**src/rtl/cmp_timer.sv**
```systemverilog
module cmp_timer #(
  parameter int CW   = 16,
  parameter int NCMP = 3
) (
  input  logic            clk,
  input  logic            rst_n,
  input  logic            tick,
  input  logic            wr_en,
  input  logic [2:0]      wr_sel,
  input  logic [CW-1:0]   wr_data,
  output logic [CW-1:0]   count,
  output logic            ovf_pulse,
  output logic [NCMP-1:0] cmp_pulse,
  output logic [NCMP:0]   flags
);
  localparam logic [2:0] SEL_TOP = 3'd0;
  localparam logic [2:0] SEL_CNT = 3'd1;
  localparam logic [2:0] SEL_CMP = 3'd2;
  localparam logic [2:0] SEL_CLR = 3'd5;

  logic [CW-1:0]   top_q, cnt_q;
  logic [CW-1:0]   ocr_q [NCMP];
  logic [NCMP-1:0] hit;
  logic [NCMP:0]   clr;

  wire adv  = tick && !wr_en && (top_q != '0);
  wire wrap = adv && (cnt_q == top_q);

  assign count = cnt_q;
  assign clr   = (wr_en && wr_sel == SEL_CLR) ? wr_data[NCMP:0] : '0;

  always_ff @(posedge clk) begin
    if (!rst_n) begin
      top_q <= '0;
      cnt_q <= '0;
    end else if (wr_en && wr_sel == SEL_TOP) begin
      top_q <= wr_data;
      cnt_q <= '0;
    end else if (wr_en && wr_sel == SEL_CNT) begin
      cnt_q <= (wr_data >= top_q) ? '0 : wr_data;
    end else if (adv) begin
      cnt_q <= wrap ? '0 : cnt_q + 1'b1;
    end
  end

  always_ff @(posedge clk) begin
    if (!rst_n) begin
      ovf_pulse <= 1'b0;
      cmp_pulse <= '0;
      flags     <= '0;
    end else begin
      ovf_pulse <= wrap;
      cmp_pulse <= hit;
      flags     <= {hit, wrap} | (flags & ~clr);
    end
  end

  for (genvar i = 0; i < NCMP; i++) begin : g_ch
    localparam logic [2:0] MY_SEL = SEL_CMP + 3'(i);
    wire live = (ocr_q[i] != '0) && (ocr_q[i] <= top_q);
    assign hit[i] = adv && live && (cnt_q == ocr_q[i]);

    always_ff @(posedge clk) begin
      if (!rst_n)                          ocr_q[i] <= '0;
      else if (wr_en && wr_sel == MY_SEL)  ocr_q[i] <= wr_data;
    end

    a_r4_dead_channel: assert property (@(posedge clk) disable iff (!rst_n)
      (ocr_q[i] == '0 || ocr_q[i] > top_q) |=> !cmp_pulse[i]);
    a_r5_with_overflow: assert property (@(posedge clk) disable iff (!rst_n)
      (adv && ocr_q[i] == top_q && cnt_q == top_q) |=> (cmp_pulse[i] && ovf_pulse));
    a_r10_cmp_single: assert property (@(posedge clk) disable iff (!rst_n)
      cmp_pulse[i] |=> !cmp_pulse[i]);
  end

  a_r1_in_range: assert property (@(posedge clk) disable iff (!rst_n)
    (top_q != '0) |-> (cnt_q <= top_q));
  a_r1_wrap: assert property (@(posedge clk) disable iff (!rst_n)
    (adv && cnt_q == top_q) |=> (ovf_pulse && cnt_q == '0));
  a_r2_hold: assert property (@(posedge clk) disable iff (!rst_n)
    (!tick && !wr_en) |=> $stable(cnt_q));
  a_r9_idle: assert property (@(posedge clk) disable iff (!rst_n)
    (top_q == '0) |=> (!ovf_pulse && cmp_pulse == '0));
  a_r10_ovf_single: assert property (@(posedge clk) disable iff (!rst_n)
    ovf_pulse |=> !ovf_pulse);
  a_r8_sticky: assert property (@(posedge clk) disable iff (!rst_n)
    ovf_pulse |-> flags[0]);
endmodule

```
**config.mk**
```make
export PLATFORM = sky130hd
export DESIGN_NAME = cmp_timer
export DESIGN_NICKNAME = d
export VERILOG_FILES = /design/src/rtl/cmp_timer.sv
export SDC_FILE = /design/constraint.sdc
export NUM_CORES = 1
export LEC_CHECK = 0
export ABC_AREA = 1
export CAP_MARGIN = 10
export CORE_MARGIN = 2
export CORE_UTILIZATION = 55
export CTS_CLUSTER_SIZE = 24
export DETAILED_ROUTE_END_ITERATION = 8
export DONT_BUFFER_PORTS = 1
export PLACE_DENSITY = 0.7
export SLEW_MARGIN = 20
export SYNTH_ARGS = -nofsm -noshare
export SYNTH_HDL_FRONTEND = slang
export SYNTH_SLANG_ARGS = --single-unit
```
**constraint.sdc**
```tcl
create_clock -name clk -period 5.2 [get_ports clk]
set_clock_uncertainty 0.05 [all_clocks]
set_input_delay 0.52 -clock clk [delete_from_list [all_inputs] [get_ports clk]]
set_output_delay 0.52 -clock clk [all_outputs]
set_load 0.005 [all_outputs]
```
==> metrics.yaml <==
startpoint_type: "register"
wirelength_mm: 20.6
vdd_ir_drop_max_mv: 0.199
worst_setup_path_end_kind: "register"
post-cts-setup-buffers: 0
maxSlewHeadroom: 0.415
fin_setup_tns_ps: 0
synth.distinct_cells: 37
p_leak_nw: 3.10
drive_above_1_share: 0.0631
slew_violations: 0
postSynthAreaPerCell_um2: 7.35
nets: 955
grt_overflow: 0
route.detailed.drc: 0
start_util: 0.566
cts.sinks: 88
fp-row-count: 39
viasPerCell: 6.13
grt_pass1_wl_mm: 32.2
syn_inst: 879
path_class: "register to register"
arrival_ps: 2670
ant_nets: 0
critPathMaxStageDelay_ps: 480
htree_levels: 3
yosysTopAreaCellShare: 0.223
synth_area_leaders: "edfxtp_1, ha_1, dfxtp_1, nand2_1, nor2_1"
dieHeight_um: 112
switching_share: 0.306
ys_seq_area_frac: 0.347
power_density_nw_per_um2: 289
initialDrtViolationCount: 684
n_antenna_cell: 0
place_inst: 999
path_common_cell: "nand2_1"
crit_path_cell_trace: "inv_1 > ha_1 > nand2_1 > nor4_1 > nand2_1 > nand3_1 > nand3_1 > nand2_1 > inv_1"
seqPwrFrac: 0.434
period_minus_slack_ps: 2460
via_count: 6222
synth-seq-cells: 88
grt_max_degree: 34
grt_pass1_vias: 5920
wire_per_inst_um: 20.3
cell_internal_pwr_mw: 1.38
root_buffer: "clkbuf_16"
timing.final.crit_share: 0.473
fin_ws_ps: 2740
crit_buf_inv: 2
track_usage: 0.335
max-cap-violations: 0
rsz0062_at_grt: "no"
finalPower_mw: 1.99
io_pins: 47
worstHoldPathType: "input pin to register"
setup_viol: 0
cp_top_family: "simple AND/OR/NAND/NOR gates"
gp_congestion: 0.958
switchingPower_mw: 0.607
max_freq_mhz: 407
place_ws_ps: 2440
dr.pass1.iters: 7
stdcell_count: 1015
cts_made_buffers: 9
clock_latency_ps: 360
synth.largest_area_cell: "edfxtp_1"
io_buffers: 0
cts-resized-gates: 0
hold_buffers: 0
critPathMaxFanout: 16
clk_path_buf_depth: 2
clockPowerShare: 0.379
syn_to_final_growth_pct: 6.43
cp.required_ps: 5410
crit_path_top_delay_cell: "nand2_1"
tightest_slew_ps: 875
outcome: "complete, no violations"
core_area_um2: 11400
die_w_um: 112
dp_hpwl_mm: 15.4
nFillCells: 1060
die-area_um2: 12600
clkSlewWorstSetupHoldPaths_ps: 70
synth_area_um2: 6460
antenna_found_initial: 0
cts_tree: "yes"
synth_nets: 967
final-hold-violation-count: 0
p_comb_frac: 0.187
ys_warn_count: 0
==> per-layer routing <==
layer | track usage | wire, um | vias up | share of wire
met5 | 0 | 0 | - | 0
met4 | 0.164 | 748 | 0 | 0.036
met3 | 0.0464 | 2090 | 59 | 0.10
met2 | 0.541 | 9590 | 340 | 0.46
met1 | 0.444 | 8200 | 2928 | 0.40
li1 | - | - | 2895 | -
==> cell usage after synthesis, drive strengths merged <==
cell and instances:
a211oi 1, nand3b 4, ha 65, xor2 18
o21ai 51, nor2 151, nand4 21, o21a 2
o211ai 3, nand3 68, o22ai 22, nand2 153
nand2b 1, edfxtp 48, inv 125, buf 15
nor3 7, clkinv 1, xnor2 10, o21bai 1
clkbuf 13, o31ai 2, dfxtp 40, nor4 1
a21oi 56
==> cell type report <==
| type | instances | area [um^2] | share of cell area |
|---|---|---|---|
| Clock buffer | 12 | 268 | 0.0390 |
| Multi-Input combinational cell | 637 | 3600 | 0.524 |
| Sequential cell | 88 | 2240 | 0.326 |
| Timing Repair Buffer | 5 | 37.5 | 0.00546 |
| Tap cell | 143 | 179 | 0.0260 |
| Inverter | 126 | 473 | 0.0688 |
| Clock inverter | 4 | 73.8 | 0.0107 |
==> final timing paths <==
kind,from,to,slack [ps],depth (start not counted)
max reg2reg,top_q[15]$_SDFFE_PN0P_,count[3]$_SDFFE_PP0P_,2740,9
max,top_q[15]$_SDFFE_PN0P_,count[3]$_SDFFE_PP0P_,2740,9
min reg2reg,flags[3]$_SDFF_PN0_,flags[3]$_SDFF_PN0_,460,2
min,rst_n,top_q[4]$_SDFFE_PN0P_,250,2
==> registers in the layout, indices dropped and copies added (netlist names) <==
register and flops:
ocr_q 48, count 16, top_q 16, flags 4, cmp_pulse 3, ovf_pulse 1
==> placed cells by master (no fill, tap or decap), types with 13 or more instances in the layout <==
cell	synthesis	layout
nand3_1	60	60
inv_2	13	13
nand2_1	152	152
o21ai_0	48	47
nand4_1	21	21
edfxtp_1	48	48
dfxtp_1	40	40
inv_1	112	112
xor2_1	18	18
ha_1	65	65
nor2_1	144	144
o22ai_1	22	22
a21oi_1	54	54
==> power groups by stage <==
stage | Combinational [mW] | Sequential, mW | Clock (mW)
finish | 0.372 | 0.862 | 0.752
global route | 0.420 | 0.865 | 0.780
CTS | 0.366 | 0.857 | 0.757
detailed placement | 0.363 | 0.872 | 0
global placement | 0.350 | 0.873 | 0
floorplan | 0.302 | 0.825 | 0
==> stage by stage <==
step / hold slack [ps] / util / instance area (um^2)
2_1_floorplan: 418 / - / 6460
3_3_place_gp: 447 / 0.572 / 6530
3_5_place_dp: 448 / 0.572 / 6530
4_1_cts: 246 / 0.601 / 6870
5_1_grt: 255 / 0.602 / 6870
6_report: 251 / 0.602 / 6870
==> cell families (layout without fill, tap and decap cells) <==
logic type	after synthesis	in the layout	synth area share
buf+inv	154	147	0.0977
xor+xnor	28	28	0.0380
simple gates	406	406	0.274
flops	88	88	0.347
fa+ha+maj	65	65	0.126
compound gates	138	138	0.117
(Power assumes the default switching activity.)
